$ cat config.mk
export PLATFORM = sky130hd
export DESIGN_NAME = dirround_fix
export DESIGN_NICKNAME = d
export VERILOG_FILES = /design/src/rtl/dirround_fix_pkg.sv /design/src/rtl/dirround_fix_dec.sv /design/src/rtl/dirround_fix_inc.sv /design/src/rtl/dirround_fix.sv
export SDC_FILE = /design/constraint.sdc
export NUM_CORES = 1
export LEC_CHECK = 0
export BUFFER_PORTS_ARGS = -buffer_cell sky130_fd_sc_hd__buf_4
export CORE_UTILIZATION = 40
export DETAILED_ROUTE_END_ITERATION = 8
export PLACE_DENSITY_LB_ADDON = 0.25
export SLEW_MARGIN = 20
export SYNTH_ARGS = -nofsm -noshare
export SYNTH_HDL_FRONTEND = slang
export SYNTH_SLANG_ARGS = --single-unit
$ cat constraint.sdc
create_clock -name clk -period 3.2 [get_ports clk]
set_input_delay 0.16 -clock clk [delete_from_list [all_inputs] [get_ports clk]]
set_output_delay 0.16 -clock clk [all_outputs]
set_load 0.03 [all_outputs]
$ cat src/rtl/dirround_fix_pkg.sv
// Package: shared encodings for the directed rounding correction unit.
// Assumes a two-bit mode field and a two-bit layout field as listed below.
package dirround_fix_pkg;

    typedef enum logic [1:0] {
        RM_NEAREST = 2'b00,
        RM_TOZERO  = 2'b01,
        RM_UP      = 2'b10,
        RM_DOWN    = 2'b11
    } rmode_e;

    typedef enum logic [1:0] {
        FMT_SINGLE = 2'b00,
        FMT_DOUBLE = 2'b01,
        FMT_PAIRED = 2'b10,
        FMT_RSVD   = 2'b11
    } fmt_e;

    localparam int unsigned LANES = 2;

endpackage

$ cat src/rtl/dirround_fix_dec.sv
// Module: decides whether one value must be bumped by one encoding step.
// Assumes the caller has already folded every gating condition into 'active';
// only the two directed modes can ever request a bump.
module dirround_fix_dec
    import dirround_fix_pkg::*;
(
    input  logic       active,
    input  logic [1:0] rmode,
    input  logic       sign,
    output logic       bump
);

    // Bump when the rounding direction points away from zero for this sign.
    always_comb begin
        bump = 1'b0;
        if (active) begin
            case (rmode)
                RM_UP:   bump = ~sign;
                RM_DOWN: bump = sign;
                default: bump = 1'b0;
            endcase
        end
    end

endmodule

$ cat src/rtl/dirround_fix_inc.sv
// Module: adds a one-bit carry-in to a word, wrapping modulo 2^W.
// Assumes any carry-out is derived by the caller from the operand pattern.
module dirround_fix_inc #(
    parameter int unsigned W = 32
) (
    input  logic [W-1:0] a,
    input  logic         cin,
    output logic [W-1:0] y
);

    // Single ripple of the carry-in through the word.
    always_comb begin
        y = a + {{(W-1){1'b0}}, cin};
    end

endmodule

$ cat src/rtl/dirround_fix.sv
// Module: directed rounding correction unit (top).
// Corrects a packed result produced with nearest/zero rounding so that it
// meets plus- or minus-infinity rounding, by adding one to the raw encoding.
// Assumes the layout field selects single (low word), double (both words,
// one 64-bit value) or paired (two independent words). Output is registered.
module dirround_fix
    import dirround_fix_pkg::*;
#(
    parameter int unsigned WORD_W = 32
) (
    input  logic              clk,
    input  logic              rst_n,
    input  logic              in_valid,
    input  logic [WORD_W-1:0] in_hi,
    input  logic [WORD_W-1:0] in_lo,
    input  logic [1:0]        fmt,
    input  logic [1:0]        rmode,
    input  logic              inexact,
    input  logic              is_cmp,
    output logic              out_valid,
    output logic [WORD_W-1:0] out_hi,
    output logic [WORD_W-1:0] out_lo
);

    localparam int unsigned SIGN_BIT = WORD_W - 1;

    logic              corr_en;
    logic              is_double;
    logic              is_paired;
    logic              lo_sign;
    logic              lo_bump;
    logic              hi_bump_own;
    logic              lo_carry;
    logic [WORD_W-1:0] lane_in   [LANES];
    logic              lane_cin  [LANES];
    logic [WORD_W-1:0] lane_sum  [LANES];

    // Gate: only inexact, non-compare results in a directed mode and a known layout.
    always_comb begin
        is_double = (fmt == FMT_DOUBLE);
        is_paired = (fmt == FMT_PAIRED);
        corr_en   = inexact && !is_cmp && rmode[1] && (fmt != FMT_RSVD);
        lo_sign   = is_double ? in_hi[SIGN_BIT] : in_lo[SIGN_BIT];
    end

    dirround_fix_dec u_dec_lo (
        .active (corr_en),
        .rmode  (rmode),
        .sign   (lo_sign),
        .bump   (lo_bump)
    );

    dirround_fix_dec u_dec_hi (
        .active (corr_en && is_paired),
        .rmode  (rmode),
        .sign   (in_hi[SIGN_BIT]),
        .bump   (hi_bump_own)
    );

    // Carry chain: the low word feeds the high word only for a double result.
    always_comb begin
        lo_carry    = lo_bump && (&in_lo);
        lane_in[0]  = in_lo;
        lane_in[1]  = in_hi;
        lane_cin[0] = lo_bump;
        lane_cin[1] = is_double ? lo_carry : hi_bump_own;
    end

    for (genvar g = 0; g < LANES; g++) begin : g_lane
        dirround_fix_inc #(.W(WORD_W)) u_inc (
            .a   (lane_in[g]),
            .cin (lane_cin[g]),
            .y   (lane_sum[g])
        );
    end

    // Output register: capture corrected words on valid, hold otherwise.
    always_ff @(posedge clk) begin
        if (!rst_n) begin
            out_valid <= 1'b0;
            out_hi    <= '0;
            out_lo    <= '0;
        end else begin
            out_valid <= in_valid;
            if (in_valid) begin
                out_lo <= lane_sum[0];
                out_hi <= lane_sum[1];
            end
        end
    end

endmodule

==> impl_results.md, run 1 <==
- Status: finished with violations
- Violated checks: design-rule violations
- Hold path start: in_lo[24]
- Register area share after synthesis: 35.1%
- Setup bufs post-CTS: 0
- Max FO, Critical Path: 7
- Setup-failing EPs final: 0
- Vias/cell: 5.79
- Die area: 0.00966 mm^2
- Post-synthesis cell count: 464
- # fillers: 846
- Startpoint types: input pin
- Yosys warns: 0
- RSZ-0062 raised after global routing: no
- Syn_area_per_cell: 7.99 um^2
- Drt total wl: 11.1 mm
- Post-placement setup slack: -0.0533 ns
- Final WS setup: 0.317 ns
- Layout area overhead: 37.2%
- Top_reg_cell synth: dfxtp_1
- Antenna viol nets, final: 0
- Most frequent cells in the layout: buf_4, dfxtp_1, o21ai_0, nand3_1, nand2_1
- DR DRC count: 10
- Grt total ovfl: 0
- Avg WL per Cell: 15.6 um
- Clock Root Buffer: clkbuf_8
- Diode count: 0
- Detailed placement HPWL: 8.08 mm
- First-pass GRT wire length: 18.3 mm
- Initial antenna violation count: 0
- Largest net degree at the start of global routing: 73
- Core box area: 0.00885 mm^2
- Flops & latches, synth: 65
- Async SR Flop Fraction: 0%
- Die Span Y: 98.3 um
- Final Cell Area: 0.00509 mm^2
- Crit share post-route: 90.1%
- CTS tree: done
- Reg-to-Reg Start: out_lo[21]
- Worst slew margin: 48.0%
- Worst Max-Slew Pin Slew: 0.773 ns
- DR pass1 iterations: 7
- Vias in the first global route: 3904
- Placer Congestion: 0.829
- Tmin final: 2.88 ns
- Num CTS Buffers: 9
- I/O pins: 138
- Port Buf Inserts: 137
- Yosys cell types: 37
- CP endpoint kind: flip-flop
- Initial Utilization: 41.9%
- Category of the most critical setup path: input pin to flip-flop
- Fin. max-slew vios: 0
- Mapped Area: 0.00371 mm^2
- CTS H-Tree Depth: 3
- Post-synth EDFFs: 0
- Hold crit path type: input pin to flip-flop
- Max rail drop VDD: 222 uV
- Maximum clock path buffer count: 2
- Clock transition at path regs: 0.09 ns
- Worst setup path startpoint: in_lo[5]
- Power Density: 417 mW/mm^2
- Final #Nets: 676
- Share of cells above drive strength 1: 29.5%
- Total GRT Usage: 23.4%
- Final hold vios: 0
- DIE WIDTH: 98.3 um
- DRT iter0 DRCs: 143
- Critical path required time: 3.45 ns
- Leak pwr: 2.10 nW
- Clock Skew: 0 ns
- Later-pin clock latency in the skew report: 0.33 ns
- Commonest non-fill, non-tap cell in the layout: buf_4
- Row cnt: 34
- DP Area: 0.00488 mm^2
- Clk sinks: 65
- Arr. time, crit path: 3.13 ns
- Post-CTS sizing: 0
- Max-cap violations: 0
- Via count: 4120
- Fmax achieved: 0.347 GHz
- Multi-input gate area: 0.00220 mm^2
- # hold bufs at CTS: 0
- Seq. cell area: 0.00130 mm^2
- Post-Syn Nets: 542
==> registers in the layout, summed over array words and instances, names as in the netlist <==
name	flops
out_hi	32
out_lo	32
out_valid	1
==> worst paths after layout <==
path	end	slack, ns	cells past startpoint
max	out_hi[18]	0.32	12
min	out_lo[24]	0.09	3
max reg2reg	out_lo[21]	2.45	2
min reg2reg	out_lo[6]	0.48	2
==> synth_stat cells (13+ instances only) <==
cell,n,area share [%]
clkbuf_1,30,3.0
o21ai_0,55,7.4
nand4_1,16,2.7
or3_1,13,2.2
a21oi_1,13,1.8
a31oi_1,19,3.2
o31ai_1,16,3.2
or4_1,20,4.0
nor2_1,21,2.1
inv_1,14,1.4
xor2_1,13,3.1
nand2_1,27,2.7
nand3_1,28,3.8
dfxtp_1,65,35
==> kinds of logic after synthesis <==
family | Yosys count | synth area share [%]
xor gates and xnor gates | 25 | 5.90
DFF | 65 | 35.1
adders and majority gates | 5 | 1.69
muxes | 4 | 1.08
buffers and inverters | 50 | 5.57
AOI/OAI and AO/OA | 131 | 22.0
and+or+nand+nor | 184 | 28.7
==> per-layer routing <==
metal | wire length (um) | vias to the layer above | GRT usage, % | part of all wire, %
li1 | - | 2047 | - | -
met1 | 4750 | 1921 | 27.9 | 43
met2 | 5400 | 138 | 40.3 | 49
met3 | 811 | 14 | 6.30 | 7.3
met4 | 151 | 0 | 8.38 | 1.4
met5 | 0 | - | 0 | 0
==> final cells by class <==
class | count | area share, %
flip-flops and latches | 65 | 25.6
repair buffers | 159 | 23.5
clock inverters | 6 | 1.30
multi-input cells | 349 | 43.3
inverters | 14 | 1.03
well taps | 108 | 2.66
clock buffers | 10 | 2.71
==> worst max-delay path, cell delays in order <==
cell and delay, ns:
buf_4 0.08, and4_1 0.21, nand3_1 0.07, or4_1 0.51
o31ai_1 0.25, buf_4 0.16, ha_1 0.13, ha_1 0.18
nand3_1 0.14, or4_1 0.64, or3_1 0.33, a311oi_1 0.24
==> power breakdown <==
group	internal, W	total, W	switching, W
Clock	0.000384	0.000734	0.000350
Sequential	0.000866	0.000896	0.0000294
Combinational	0.000203	0.000491	0.000288
==> stage by stage <==
step                total power, W  util (%)  hold WS, ns  instances  TNS (ns)
global route               0.00222      57.5       0.0840        711         0
CTS                        0.00214      57.5       0.0810        711         0
finish                     0.00212      57.5       0.0904        711         0
floorplan                  0.00117         -        0.324        464         0
detailed placement         0.00141      55.2        0.460        695   -0.0824
global placement           0.00140      55.2        0.461        695   -0.0677
(Power assumes the default switching activity.)
==> run 2, diff against run 1 <==
SYNTH_HIERARCHICAL = 1   (was unset)
==> impl_results.md, run 2 <==
- Setup bufs post-CTS: 0 (unchanged)
- Yosys top cell area share: 33.0% (was 35.1%)
- Top Registers: out_hi x32, out_lo x32, out_valid x1 (unchanged)
- Placer Congestion: 0.852 (was 0.829)
- Setup-failing EPs final: 0 (unchanged)
- Int Pwr: 0.00141 W (was 0.00145 W)
- Syn_area_per_cell: 9.48 um^2 (was 7.99 um^2)
- Xor/xnor cell area share of the yosys netlist: 13.8% (was 5.90%)
- DIE WIDTH: 101 um (was 98.3 um)
- Drt total wl: 10.4 mm (was 11.1 mm)
- Worst path bufs/invs: 2 (unchanged)
- Share of power burned in registers: 44.2% (was 42.2%)
- DR pass1 iterations: 4 (was 7)
- Worst Hold Endpoint: out_hi[28] (was out_lo[24])
- CP top delay family: simple AND/OR/NAND/NOR gates (unchanged)
- Post-Syn Nets: 495 (was 542)
- Num CTS Buffers: 9 (unchanged)
- Post-CTS sizing: 0 (unchanged)
- Layout area overhead: 33.1% (was 37.2%)
- Final Cell Area: 0.00525 mm^2 (was 0.00509 mm^2)
- Worst R2R Setup Slack: 2.54 ns (was 2.45 ns)
- First-pass GRT wire length: 16.2 mm (was 18.3 mm)
- Via count: 3463 (was 4120)
- Combinational fraction of design power: 23.7% (was 23.2%)
- Initial Utilization: 41.9% (about the same)
- Net Sw Frac: 29.5% (was 31.5%)
- Critical path required time: 3.47 ns (was 3.45 ns)
- Vias/cell: 5.02 (was 5.79)
- Port Buf Inserts: 137 (unchanged)
- Most frequent cells in the layout: buf_4, dfxtp_1, mux2i_1, nor2b_1, xnor2_1 (was buf_4, dfxtp_1, o21ai_0, nand3_1, nand2_1)
- Max FO, Critical Path: 5 (was 7)
- Category of the most critical setup path: input pin to flip-flop (unchanged)
- Antenna viol nets, final: 0 (unchanged)
- DR DRC count: 0 (was 10)
- Flops & latches, synth: 65 (unchanged)
- Diode count: 0 (unchanged)
- Max rail drop VDD: 225 uV (was 222 uV)
- CTS tree: done (unchanged)
- Min Hold Slack: 0.199 ns (was 0.0904 ns)
- Initial antenna violation count: 0 (unchanged)
- CTS H-Tree Depth: 3 (unchanged)
- Final #Nets: 636 (was 676)
- Clk pwr share: 32.2% (was 34.6%)
- Hold depth: 4 (was 3)
- CP endpoint kind: flip-flop (unchanged)
- Post-Route Utilization: 55.8% (was 57.5%)
- Final hold vios: 0 (unchanged)
- Max-cap violations: 0 (unchanged)
- Total GRT Usage: 20.3% (was 23.4%)
- Die Span Y: 101 um (was 98.3 um)
- Row cnt: 35 (was 34)
- Adder-Cell Fraction of Synth Area: 1.90% (was 1.69%)
- # fillers: 888 (was 846)
- Clk sinks: 65 (unchanged)
- Tmin final: 2.97 ns (was 2.88 ns)
- Die area: 0.0103 mm^2 (was 0.00966 mm^2)
- Most common cell in the netlist: dfxtp_1 (unchanged)
- Status: finished clean (was finished with violations)
- Crit share post-route: 92.7% (was 90.1%)
- Post-synthesis compound-gate area fraction: 0.381% (was 22.0%)
- Mux contribution to synthesized area: 16.5% (was 1.08%)
- Startpoint types: input pin (unchanged)
- Worst Max-Slew Pin Slew: 1.12 ns (was 0.773 ns)
- Avg WL per Cell: 15.0 um (was 15.6 um)
- Post-synthesis cell count: 416 (was 464)
- Clock transition at path regs: 0.07 ns (was 0.09 ns)
- Crit-path slowest cell: mux2_2 (was or4_1)
- DRT iter0 DRCs: 80 (was 143)
- Yosys warns: 6 (was 0)
- Register area share after synthesis: 33.0% (was 35.1%)
- Fin. max-slew vios: 0 (unchanged)
- Worst slew margin: 25.0% (was 48.0%)
- Async SR Flop Fraction: 0% (unchanged)
- Commonest non-fill, non-tap cell in the layout: buf_4 (unchanged)
- Hold crit path type: input pin to flip-flop (unchanged)
- Worst setup path startpoint: fmt[0] (was in_lo[5])
- Top_reg_cell synth: dfxtp_1 (unchanged)
- Arr. time, crit path: 3.24 ns (was 3.13 ns)
- Yosys cell types: 32 (was 37)
- Mapped Area: 0.00395 mm^2 (was 0.00371 mm^2)
- Grt total ovfl: 0 (unchanged)
- Synth Area in Simple Gates: 30.5% (was 28.7%)
- Main combinational cell family by area after synthesis: simple AND/OR/NAND/NOR gates (unchanged)
- Critical path, cell by cell: buf_4 -> nand2b_1 -> mux2_2 -> xnor2_1 -> and3_4 -> nand4_1 -> nor4_2 -> a32o_2 -> ha_1 -> ha_1 -> and4_2 -> nor4b_4 -> buf_4 -> nand3_1 -> xnor2_1 -> mux2i_1 -> nor2b_1 (was buf_4 -> and4_1 -> nand3_1 -> or4_1 -> o31ai_1 -> buf_4 -> ha_1 -> ha_1 -> nand3_1 -> or4_1 -> or3_1 -> a311oi_1)
- Total power: 0.00200 W (was 0.00212 W)
- Core box area: 0.00942 mm^2 (was 0.00885 mm^2)
- Reg-to-reg endpoint: out_hi[7] (was out_lo[21])
- Synth top cells by count: dfxtp_1, mux2i_1, nor2b_1 (was dfxtp_1, o21ai_0, clkbuf_1)
- Detailed placement HPWL: 7.75 mm (was 8.08 mm)
- Vias in the first global route: 3279 (was 3904)
- Share of cells above drive strength 1: 30.5% (was 29.5%)
- Slowest stage delay, CP: 0.35 ns (was 0.64 ns)
- Largest area contributor in the netlist: dfxtp_1 (unchanged)
- Clock Skew: 0 ns (unchanged)
- Switching pwr: 0.000590 W (was 0.000667 W)
- DP Area: 0.00505 mm^2 (was 0.00488 mm^2)
- # hold bufs at CTS: 0 (unchanged)
- Largest cells by area after synthesis: dfxtp_1, mux2i_1, nor2b_1, xnor2_1, nand4_1 (was dfxtp_1, o21ai_0, or4_1, nand3_1, o31ai_1)
- Reg-to-Reg Start: out_hi[7] (was out_lo[21])
- I/O pins: 138 (unchanged)
- Post-synth EDFFs: 0 (unchanged)
- Leak pwr: 2.33 nW (was 2.10 nW)
- Later-pin clock latency in the skew report: 0.32 ns (was 0.33 ns)
- Power Density: 381 mW/mm^2 (was 417 mW/mm^2)
- Fmax achieved: 0.337 GHz (was 0.347 GHz)
- Reg2Reg Depth: 2 (unchanged)
- Hold path start: in_hi[28] (was in_lo[24])
- Clock Root Buffer: clkbuf_8 (unchanged)
- Largest net degree at the start of global routing: 66 (was 73)
- Maximum clock path buffer count: 2 (unchanged)
-- run 2: cell types whose count changed after synthesis, sizes merged, moves of 16 or more --
cell	before	now
a31oi	19	0
nor2b	1	64
xnor2	12	44
mux2i	4	64
o31ai	16	0
clkbuf	30	6
or4	21	2
o21ai	55	0
-- run 2: area by class of cell --
class	instances	area, um^2	area share (%)
flip-flops and latches	65	1300	24.8
repair buffers	144	1080	20.6
well taps	129	161	3.07
inverters	4	15.0	0.286
multi-input cells	333	2510	47.8
clock inverters	2	12.5	0.238
clock buffers	13	169	3.22
-- run 2: power groups by stage --
| stage | registers [W] | clock network [W] | logic (W) |
|---|---|---|---|
| 6_report | 0.000885 | 0.000644 | 0.000474 |
| 5_1_grt | 0.000890 | 0.000704 | 0.000508 |
| 4_1_cts | 0.000885 | 0.000670 | 0.000474 |
| 3_5_place_dp | 0.000903 | 0 | 0.000474 |
| 3_3_place_gp | 0.000902 | 0 | 0.000467 |
| 2_1_floorplan | 0.000994 | 0 | 0.000173 |
-- run 2: kinds of logic (layout without fill, tap and decap cells) --
group,after synthesis,in the layout
DFF,65,65
AOI/OAI and AO/OA,2,2
muxes,65,65
and+or+nand+nor,198,198
adders and majority gates,6,6
buffers and inverters,18,163
xor gates and xnor gates,62,62
-- run 2: metal layers --
layer | global-route usage (%) | wire length [um] | vias to the layer above
li1 | - | - | 1746
met1 | 28.3 | 4980 | 1609
met2 | 31.7 | 4790 | 101
met3 | 3.31 | 501 | 7
met4 | 6.58 | 78 | 0
met5 | 0 | 0 | -
-- run 2: worst min-delay path, cell delays in order --
cell     delay, ns
buf_4         0.09
xor2_1        0.06
mux2i_1       0.12
nor2b_1       0.05
-- run 2: metrics by stage --
stage | TNS [ns] | setup slack [ns] | cells
3_5_place_dp | -1.38 | -0.249 | 675
3_3_place_gp | 0 | 0.0398 | 675
4_1_cts | 0 | 0.0899 | 690
5_1_grt | -0.0364 | -0.0364 | 690
2_1_floorplan | 0 | 0.240 | 416
6_report | 0 | 0.233 | 690
-- run 2: worst max path at each step --
stage / end / slack (ns) / cells after the start
6_report: out_hi[24] / 0.23 / 17
3_3_place_gp: out_hi[22] / 0.04 / 17
2_1_floorplan: out_hi[22] / 0.24 / 15
3_5_place_dp: out_hi[24] / -0.25 / 17
5_1_grt: out_hi[24] / -0.04 / 17
4_1_cts: out_hi[24] / 0.09 / 17
